$ cat src/rtl/lcl_irq_unit.sv
module lcl_irq_unit #(
  parameter int NPROC   = 3,
  parameter int IDW     = 2,
  parameter int PIN_W   = 3,
  parameter int DEF_PIN = 0
) (
  input  logic                          clk,
  input  logic                          rst_n,
  input  logic [IDW-1:0]                acc_cpu,
  input  logic                          acc_other,
  input  logic [3:0]                    acc_reg,
  input  logic                          wr_en,
  input  logic [7:0]                    wr_data,
  output logic [7:0]                    rd_data,
  input  logic [NPROC*5-1:0]            pend_in,
  output logic [NPROC*(2**PIN_W)-1:0]   pin_req,
  output logic [NPROC*(PIN_W+1)-1:0]    vec_out
);
  localparam int NSRC = 5;
  localparam int NPIN = 2**PIN_W;
  localparam int VW   = PIN_W + 1;

  logic [NPROC-1:0][NSRC-1:0]       ctrl_q;
  logic [NPROC-1:0][NSRC-1:0]       mask_q;
  logic [NPROC-1:0][NSRC-1:0]       pend_q;
  logic [NPROC-1:0][IDW-1:0]        other_q;
  logic [NPROC-1:0][NSRC-1:0][7:0]  map_q;

  function automatic logic routable(input logic [NSRC-1:0] c, input int s);
    return c[4] | ((s == 0) ? c[0] : (s == 1) ? c[1] : (s == 2) ? c[2] : c[3]);
  endfunction

  logic           cpu_ok;
  logic [IDW-1:0] cpu_idx;
  logic [IDW-1:0] tgt;
  assign cpu_ok  = int'(acc_cpu) < NPROC;
  assign cpu_idx = cpu_ok ? acc_cpu : '0;
  assign tgt     = acc_other ? other_q[cpu_idx] : cpu_idx;

  always_ff @(posedge clk or negedge rst_n) begin
    if (!rst_n) begin
      ctrl_q <= '0;
      mask_q <= '0;
      pend_q <= '0;
      for (int p = 0; p < NPROC; p++) begin
        other_q[p] <= IDW'(p);
        for (int s = 0; s < NSRC; s++) map_q[p][s] <= 8'h80 | 8'(DEF_PIN);
      end
    end else begin
      pend_q <= pend_in;
      if (wr_en && cpu_ok) begin
        case (acc_reg)
          4'd0: ctrl_q[tgt] <= wr_data[NSRC-1:0];
          4'd1: mask_q[tgt] <= mask_q[tgt] | wr_data[NSRC-1:0];
          4'd2: mask_q[tgt] <= mask_q[tgt] & ~wr_data[NSRC-1:0];
          4'd3: if (!acc_other && int'(wr_data) < NPROC) other_q[cpu_idx] <= wr_data[IDW-1:0];
          4'd4, 4'd5, 4'd6, 4'd7, 4'd8:
            if (routable(ctrl_q[tgt], int'(acc_reg) - 4)) map_q[tgt][acc_reg - 4'd4] <= wr_data;
          default: ;
        endcase
      end
    end
  end

  always_comb begin
    rd_data = '0;
    if (cpu_ok) begin
      case (acc_reg)
        4'd0: rd_data = 8'(ctrl_q[tgt]);
        4'd1, 4'd2: rd_data = 8'(mask_q[tgt]);
        4'd3: rd_data = 8'(other_q[cpu_idx]);
        4'd4, 4'd5, 4'd6, 4'd7, 4'd8: rd_data = map_q[tgt][acc_reg - 4'd4];
        4'd9: rd_data = 8'(pend_q[tgt]);
        default: rd_data = '0;
      endcase
    end
  end

  logic [NPROC-1:0][NPIN-1:0] pins_c;
  logic [NPROC-1:0][VW-1:0]   vec_c;

  always_comb begin
    pins_c = '0;
    vec_c  = '0;
    for (int p = 0; p < NPROC; p++) begin
      for (int s = 0; s < NSRC; s++) begin
        if (pend_q[p][s] && mask_q[p][s]) begin
          if (!routable(ctrl_q[p], s)) pins_c[p][DEF_PIN] = 1'b1;
          else if (map_q[p][s][7]) pins_c[p][map_q[p][s][PIN_W-1:0]] = 1'b1;
        end
      end
      if (ctrl_q[p][4]) begin
        for (int j = 0; j < NPIN; j++)
          if (pins_c[p][j]) vec_c[p] = VW'(j + 1);
      end
    end
  end

  for (genvar p = 0; p < NPROC; p++) begin : g_out
    assign pin_req[p*NPIN +: NPIN] = ctrl_q[p][4] ? '0 : pins_c[p];
    assign vec_out[p*VW +: VW]     = vec_c[p];
  end
endmodule

$ cat config.mk
export PLATFORM = sky130hd
export DESIGN_NAME = lcl_irq_unit
export DESIGN_NICKNAME = d
export VERILOG_FILES = /design/src/rtl/lcl_irq_unit.sv
export SDC_FILE = /design/constraint.sdc
export NUM_CORES = 1
export LEC_CHECK = 0
export BUFFER_PORTS_ARGS = -buffer_cell sky130_fd_sc_hd__buf_2
export CORE_MARGIN = 5
export CORE_UTILIZATION = 55
export DETAILED_ROUTE_END_ITERATION = 12
export GPL_TIMING_DRIVEN = 0
export PLACE_DENSITY = 0.74
export SLEW_MARGIN = 20
export SYNTH_ARGS = -nofsm -noshare
export SYNTH_HDL_FRONTEND = slang
export SYNTH_SLANG_ARGS = --single-unit
$ cat constraint.sdc
create_clock -name clk -period 4.8 [get_ports clk]
set_input_delay 0.96 -clock clk [delete_from_list [all_inputs] [get_ports clk]]
set_output_delay 0.96 -clock clk [all_outputs]
set_load 0.02 [all_outputs]
==> flow_summary.toml, run 1 <==
[run_status]
status = "finished, violations left"
failed_checks = "negative setup slack"

[logic_synthesis]
syn-cell-area_um2 = 10400
synthMuxAreaShare = 0.196
post_synth_edffs = 0
post_synth_and_or_nand_nor_area_fraction = 0.184
synth_compound_gate_area_share = 0.161
synth-main-ff-cell = "dfrtp_1"
synth-seq-area-share = 0.414
syn_inst = 1063
ys_ff_latch = 171
synth_top_area_share = 0.371
synth_area_leaders = "dfrtp_1, mux2_2, nand2_1, dfstp_2, o21ai_0"
synth.distinct_cells = 74
synth_async_sr_flop_share = 1.00
combinational_family_with_the_most_area_after_synthesis = "multiplexers"
post_synth_fa_ha_maj_area_fraction = 0.0108
syn_nets = 1105
synth_warn = 0
avgSynthCellArea_um2 = 9.77
synth_xor_xnor_area_share = 0
yosys.area.top_type = "dfrtp_1"

[global_routing]
via_count_of_the_first_global_routing_pass = 9375
wire_length_of_the_first_global_routing_pass_mm = 59.5
met2_usage = 0.576
globalRouteMet3Util = 0.0993
met1_usage = 0.488
grt_util_all_layers = 0.368
grt_start_max_net_pins = 92
antenna_found_initial = 1
grt_most_used_layer = "met2"
grt_overflow = 0

[final_layout]
fill_cells = 1557
number_of_nets_at_the_end_of_the_flow = 1223
seq_area_um2 = 4300
drive_gt1_frac = 0.326
area_growth_syn_to_layout_pct = 19.2
area_of_the_multi_input_gates_um2 = 6030

[cts]
clockBufferDepth = 2
clk_transition_reported_paths_ns = 0.08
cts.root.buffer_cell = "clkbuf_16"
ctsHoldBuffers = 0
cts.sinks = 171
htree_levels = 4
worst_skew_pair.late_latency_ns = 0.46
cts_buffers = 17
tritoncts = "yes"

[sta]
setup_viol = 1
final-max-slew-violation-count = 0
fmax_ghz = 0.208
finClkSkew_ns = 0.0149
final_hold_viol_count = 0
tightestPinTransition_ns = 0.949
timing.max_slew.rel_slack = 0.362
timing.setup.tns_ns = -0.00692
period_share = 1.00
finalCriticalPeriod_ns = 4.81
finalWorstSetupSlack_ns = -0.00692

[pwr]
worst_ir_drop_vdd_v = 0.000261
total_power_uw = 3700
power.density_cell_area_nw_per_um2 = 299
leakage_component_of_the_power_uw = 0.00554

[die]
pin_count = 77
dieWidth_um = 147
placement_rows = 50
die_h_um = 147
floorplan.initialDensity = 0.557
core-area_um2 = 18600
die_area_um2 = 21700

[critical_path]
rr_endpoint = "map_q[104]"
cp.buffers_inverters = 7
setup.worst_path.end_class = "output port"
stage_delay_of_the_slowest_cell_on_the_critical_path_ns = 0.58
crit_path_cell_trace = "buf_6, inv_4, ha_4, buf_6, and3b_2, or4_4, buf_4, buf_12, buf_2, nand2_1, nand2_1, a221oi_2, nor3_1, a32oi_1, nor3_2, buf_2"
crit_type = "in -> out"
reg2reg_depth = 8
worstReg2RegStart = "other_q[2]"
critical_path.startpoint_type = "input pin"
setup.reg_to_reg.worst_slack_ns = 1.38
largest_fanout_of_any_net_on_the_critical_path = 10
cell_type_group_with_the_largest_total_delay_on_the_critical_path = "simple AND/OR/NAND/NOR gates"
slowest_stage = "or4_4"
worstPathArrival_ns = 3.85
critPathRequiredTime_ns = 3.84

[place]
placement.io_buffers = 75
finalWeightedCongestion = 1.02
place.detailed.hpwl_mm = 29.9
dpl_worst_slack_ns = -1.10

[detailed_routing]
drt_pre_antenna_iters = 6
detailed_route_iter0_violations = 1284
post_drt_wl_per_cell_um = 28.4
post_drt_via_cell_ratio = 6.97
ant_nets = 0
final_wl_mm = 40.5
num_vias = 9964
number_of_drc_violations_after_detailed_routing = 0

[hold_path]
hold_path.class = "in -> async"

[run]
maxCapViolCount = 0
worst max path at each step:
stage / start / to / slack [ns] / cells after the start
global placement: acc_cpu[1] / rd_data[4] / -1.09 / 14
detailed placement: acc_cpu[0] / rd_data[1] / -1.10 / 14
finish: acc_cpu[1] / rd_data[6] / -0.007 / 16
floorplan: acc_cpu[1] / rd_data[4] / 0.15 / 12
CTS: acc_cpu[0] / rd_data[1] / 0.0009 / 17
global route: acc_cpu[0] / rd_data[6] / -0.09 / 15
power breakdown:
part	total [uW]	internal [uW]	switching [uW]	leakage, uW
sequential	1640	1520	117	0.00226
clock	1410	700	709	0.000287
combinational	658	235	423	0.00299
registers in the layout (all words and copies together) (netlist names):
name,cells
mask_q,15
pend_q,15
map_q,120
other_q,6
ctrl_q,15
repair_timing:
item / in CTS / in global routing
gates cloned: 1 / 0
resized for setup: 98 / 39
setup buffers: 18 / 8
setup endpoints to repair: 8 / 8
pin swaps: 17 / 15
cell type report:
type	instances	share of cell area
well taps	234	0.0237
plain buffers	60	0.0278
flip-flops and latches	171	0.347
repair buffers	102	0.0584
diodes	1	0.000202
clock inverters	15	0.0137
inverters	21	0.00677
multi-input cells	808	0.488
clock buffers	17	0.0344
through the flow:
| stage | cell area [um2] | hold slack (ns) | utilization | std cells |
|---|---|---|---|---|
| CTS | 12200 | 0.495 | 0.653 | 1423 |
| floorplan | 10400 | 0.457 | - | 1063 |
| global placement | 11100 | 0.468 | 0.593 | 1372 |
| detailed placement | 11100 | 0.476 | 0.595 | 1373 |
| global route | 12400 | 0.515 | 0.664 | 1428 |
| finish | 12400 | 0.452 | 0.664 | 1429 |
synthesized netlist by cell type (8+ instances only):
master,count
nor2b_1,10
a31oi_1,15
ha_1,9
nand2b_1,17
a221oi_1,19
clkbuf_1,41
nor2_1,77
dfrtp_1,154
buf_1,8
and3_1,8
dfstp_2,17
buf_2,8
nor4_1,17
nor3_1,38
inv_1,21
nand4_1,12
mux2_1,15
nand2_1,121
mux2i_1,26
o21ai_0,59
a21oi_1,40
and2_1,8
mux2_2,143
nand4b_1,8
nand3_1,22
o22ai_1,17
worst register-to-register path, stage by stage (launching register included):
cell and delay (ns):
dfstp_2 0.54, nor2b_1 0.25, o21a_1 0.31, o21ai_0 0.25, a2111oi_2 0.51, or4_4 0.23, a31oi_4 0.17, nor3_4 0.61
mux2_2 0.42
cells by family after synthesis:
| kind of cell | Yosys count |
|---|---|
| adder cells (fa/ha/maj) | 9 |
| multiplexers | 184 |
| buffers and inverters | 84 |
| AO/OA/AOI/OAI | 239 |
| flip-flops | 171 |
| AND/OR/NAND/NOR | 376 |
cells in the final DEF (no fill, tap or decap), drive strengths merged, types with 9 or more instances in the layout:
cell type / count
a21oi: 43
a221oi: 19
a31oi: 16
buf: 122
clkbuf: 57
dfrtp: 154
dfstp: 17
ha: 9
inv: 28
mux2: 158
mux2i: 26
nand2: 122
nand2b: 17
nand3: 24
nand4: 12
nor2: 78
nor2b: 10
nor3: 43
nor4: 18
o21ai: 60
o22ai: 17
o32ai: 9
routing by layer:
layer / wire length [um] / share of wire / up-vias
met4: 1910 / 0.047 / 0
met2: 18500 / 0.46 / 656
met5: 0 / 0 / -
met1: 16200 / 0.40 / 4932
met3: 3900 / 0.096 / 156
li1: - / - / 4220
Note: power is estimated with default switching activity, not from simulation.
==> run 2: changes to the inputs <==
Settings changed: RECOVER_POWER from default to 25, SLEW_MARGIN 20 to default.
==> run 2 against run 1 <==
  * The flow finishes with violations (max-capacitance violations, max-slew violations, negative setup slack)
  * Power is 0.31% lower
  * Sequential power barely moved
  * Non-clock buffer count did not move
  * Register-to-register slack about the same
  * Wire length down 0.21%
  * Utilization is 0.061 points lower
  * Critical path type unchanged
==> flow_summary.toml, run 2 (synthesis results as in run 1) <==
[final_layout]
finish.utilization = 0.663
stdcell_count = 1429
fill_cells = 1558
register_ranked_first_by_flip_flop_count = "map_q"
area_growth_syn_to_layout_pct = 19.1
area_of_the_multi_input_gates_um2 = 6030
layout_common_cells = "dfrtp_1, mux2_2, nand2_1"
seq_area_um2 = 4300
largest_register_ff_count = 120
drive_gt1_frac = 0.325
leading_cell_type_in_the_layout_fill_and_taps_excluded = "dfrtp_1"
final_area_um2 = 12400
number_of_nets_at_the_end_of_the_flow = 1223

[place]
placement.io_buffers = 75
placed_cell_area_um2 = 11100
place.detailed.hpwl_mm = 29.9
numPlacedInstances = 1373
finalWeightedCongestion = 1.02

[hold_path]
hold_path.class = "reg -> reg"
holdPathStages = 1

[sta]
fmax_ghz = 0.208
period_share = 1.00
final_hold_viol_count = 0
finalCriticalPeriod_ns = 4.80
timing.max_slew.rel_slack = -0.373
setup_viol = 1
timing.setup.tns_ns = -0.00160
finalWorstSetupSlack_ns = -0.00160
tightestPinTransition_ns = 2.06
finClkSkew_ns = 0.0140
final-max-slew-violation-count = 81

[cts]
worst_skew_pair.late_latency_ns = 0.45
cts.sinks = 171
tritoncts = "yes"
cts.root.buffer_cell = "clkbuf_16"
ctsHoldBuffers = 0
clockBufferDepth = 2
cts_buffers = 17
htree_levels = 4
clk_transition_reported_paths_ns = 0.08

[critical_path]
critical_path.startpoint_type = "input pin"
crit_type = "in -> out"
largest_fanout_of_any_net_on_the_critical_path = 10
cell_type_group_with_the_largest_total_delay_on_the_critical_path = "simple AND/OR/NAND/NOR gates"
stage_delay_of_the_slowest_cell_on_the_critical_path_ns = 0.58
cp.buffers_inverters = 7
setup.worst_path.end_class = "output port"
instance_count_on_the_critical_path = 16
crit_path_cell_trace = "buf_6, inv_4, ha_4, buf_6, and3b_2, or4_4, buf_4, buf_12, buf_2, nand2_1, nand2_1, a221oi_2, nor3_1, a32oi_1, nor3_2, buf_2"
critPathRequiredTime_ns = 3.84
slowest_stage = "or4_4"
worstPathArrival_ns = 3.84
reg2reg_depth = 8

[run_status]
status = "finished, violations left"
failed_checks = "max-capacitance violations, max-slew violations, negative setup slack"

[die]
pin_count = 77
placement_rows = 50
die_area_um2 = 21700
dieWidth_um = 147
floorplan.initialDensity = 0.557
core-area_um2 = 18600
die_h_um = 147

[detailed_routing]
length_of_routed_met2_wiring_mm = 18.3
post_drt_wl_per_cell_um = 28.3
final_wl_mm = 40.4
num_vias = 9942
wl_met1_mm = 16.2
topRoutingLayerUsed = "met4"
number_of_drc_violations_after_detailed_routing = 0
drt_pre_antenna_iters = 8
ant_nets = 0
post_drt_via_cell_ratio = 6.96
detailed_route_iter0_violations = 1215
routed-wl-met3_mm = 3.80

[global_routing]
via_count_of_the_first_global_routing_pass = 9375
grt_start_max_net_pins = 92
grt_overflow = 0
grt_util_all_layers = 0.368
antenna_found_initial = 1
wire_length_of_the_first_global_routing_pass_mm = 59.5

[pwr]
pwr-share-seq = 0.443
power.density_cell_area_nw_per_um2 = 299
power_frac_clock = 0.379
p_sw_uw = 1240
netSwitchingFraction = 0.335
leakage_component_of_the_power_uw = 0.00553
comb_power_share = 0.178
cell_internal_pwr_uw = 2460
worst_ir_drop_vdd_v = 0.000261
total_power_uw = 3690

[run]
maxCapViolCount = 1
## run 2: changes by cell type in the layout (fill, tap and decap cells not counted)
| cell | before | now |
|---|---|---|
| buf_8 | 3 | 2 |
| clkbuf_1 | 36 | 37 |
| clkbuf_2 | 3 | 4 |
| buf_2 | 67 | 66 |
## run 2: cell type report
| cell class | count | area share |
|---|---|---|
| multi-input combinational | 808 | 0.488 |
| inverter | 21 | 0.00678 |
| clock inverter | 15 | 0.0138 |
| timing repair buffer | 102 | 0.0576 |
| clock buffer | 17 | 0.0344 |
| tap | 234 | 0.0237 |
| sequential | 171 | 0.348 |
| buffer | 60 | 0.0278 |
| antenna | 1 | 0.000202 |
## run 2: power by group through the flow
stage	clock (uW)	sequential, uW	combinational (uW)
2_1_floorplan	0	1600	363
3_3_place_gp	0	1650	570
3_5_place_dp	0	1660	578
4_1_cts	1410	1630	621
5_1_grt	1480	1640	697
6_report	1400	1640	656
## run 2: what timing repair did
action / in CTS / in global routing
setup buffers: 18 / 8
cloned: 1 / 0
setup endpoints to repair: 8 / 8
pin swaps: 17 / 15
gates resized for setup: 98 / 39
## run 2: final timing paths
path	start	endpoint	slack (ns)
max in group asynchronous	rst_n	map_q[23]	2.41
worst min-delay path	map_q[13]	map_q[13]	0.50
worst min register to register	map_q[13]	map_q[13]	0.50
worst max-delay path	acc_cpu[1]	rd_data[6]	-0.002
worst max register to register	other_q[2]	map_q[104]	1.37
min in group asynchronous	rst_n	map_q[6]	1.09
## run 2: metal layers
| layer | vias up | GRT usage |
|---|---|---|
| li1 | 4219 | - |
| met1 | 4900 | 0.488 |
| met2 | 664 | 0.576 |
| met3 | 159 | 0.0993 |
| met4 | 0 | 0.151 |
| met5 | - | 0 |
## run 2: stage by stage
| step | hold slack, ns | worst slack, ns |
|---|---|---|
| 2_1_floorplan | 0.457 | 0.154 |
| 3_3_place_gp | 0.468 | -1.09 |
| 3_5_place_dp | 0.476 | -1.10 |
| 4_1_cts | 0.495 | 0.000904 |
| 5_1_grt | 0.515 | -0.0926 |
| 6_report | 0.499 | -0.00160 |
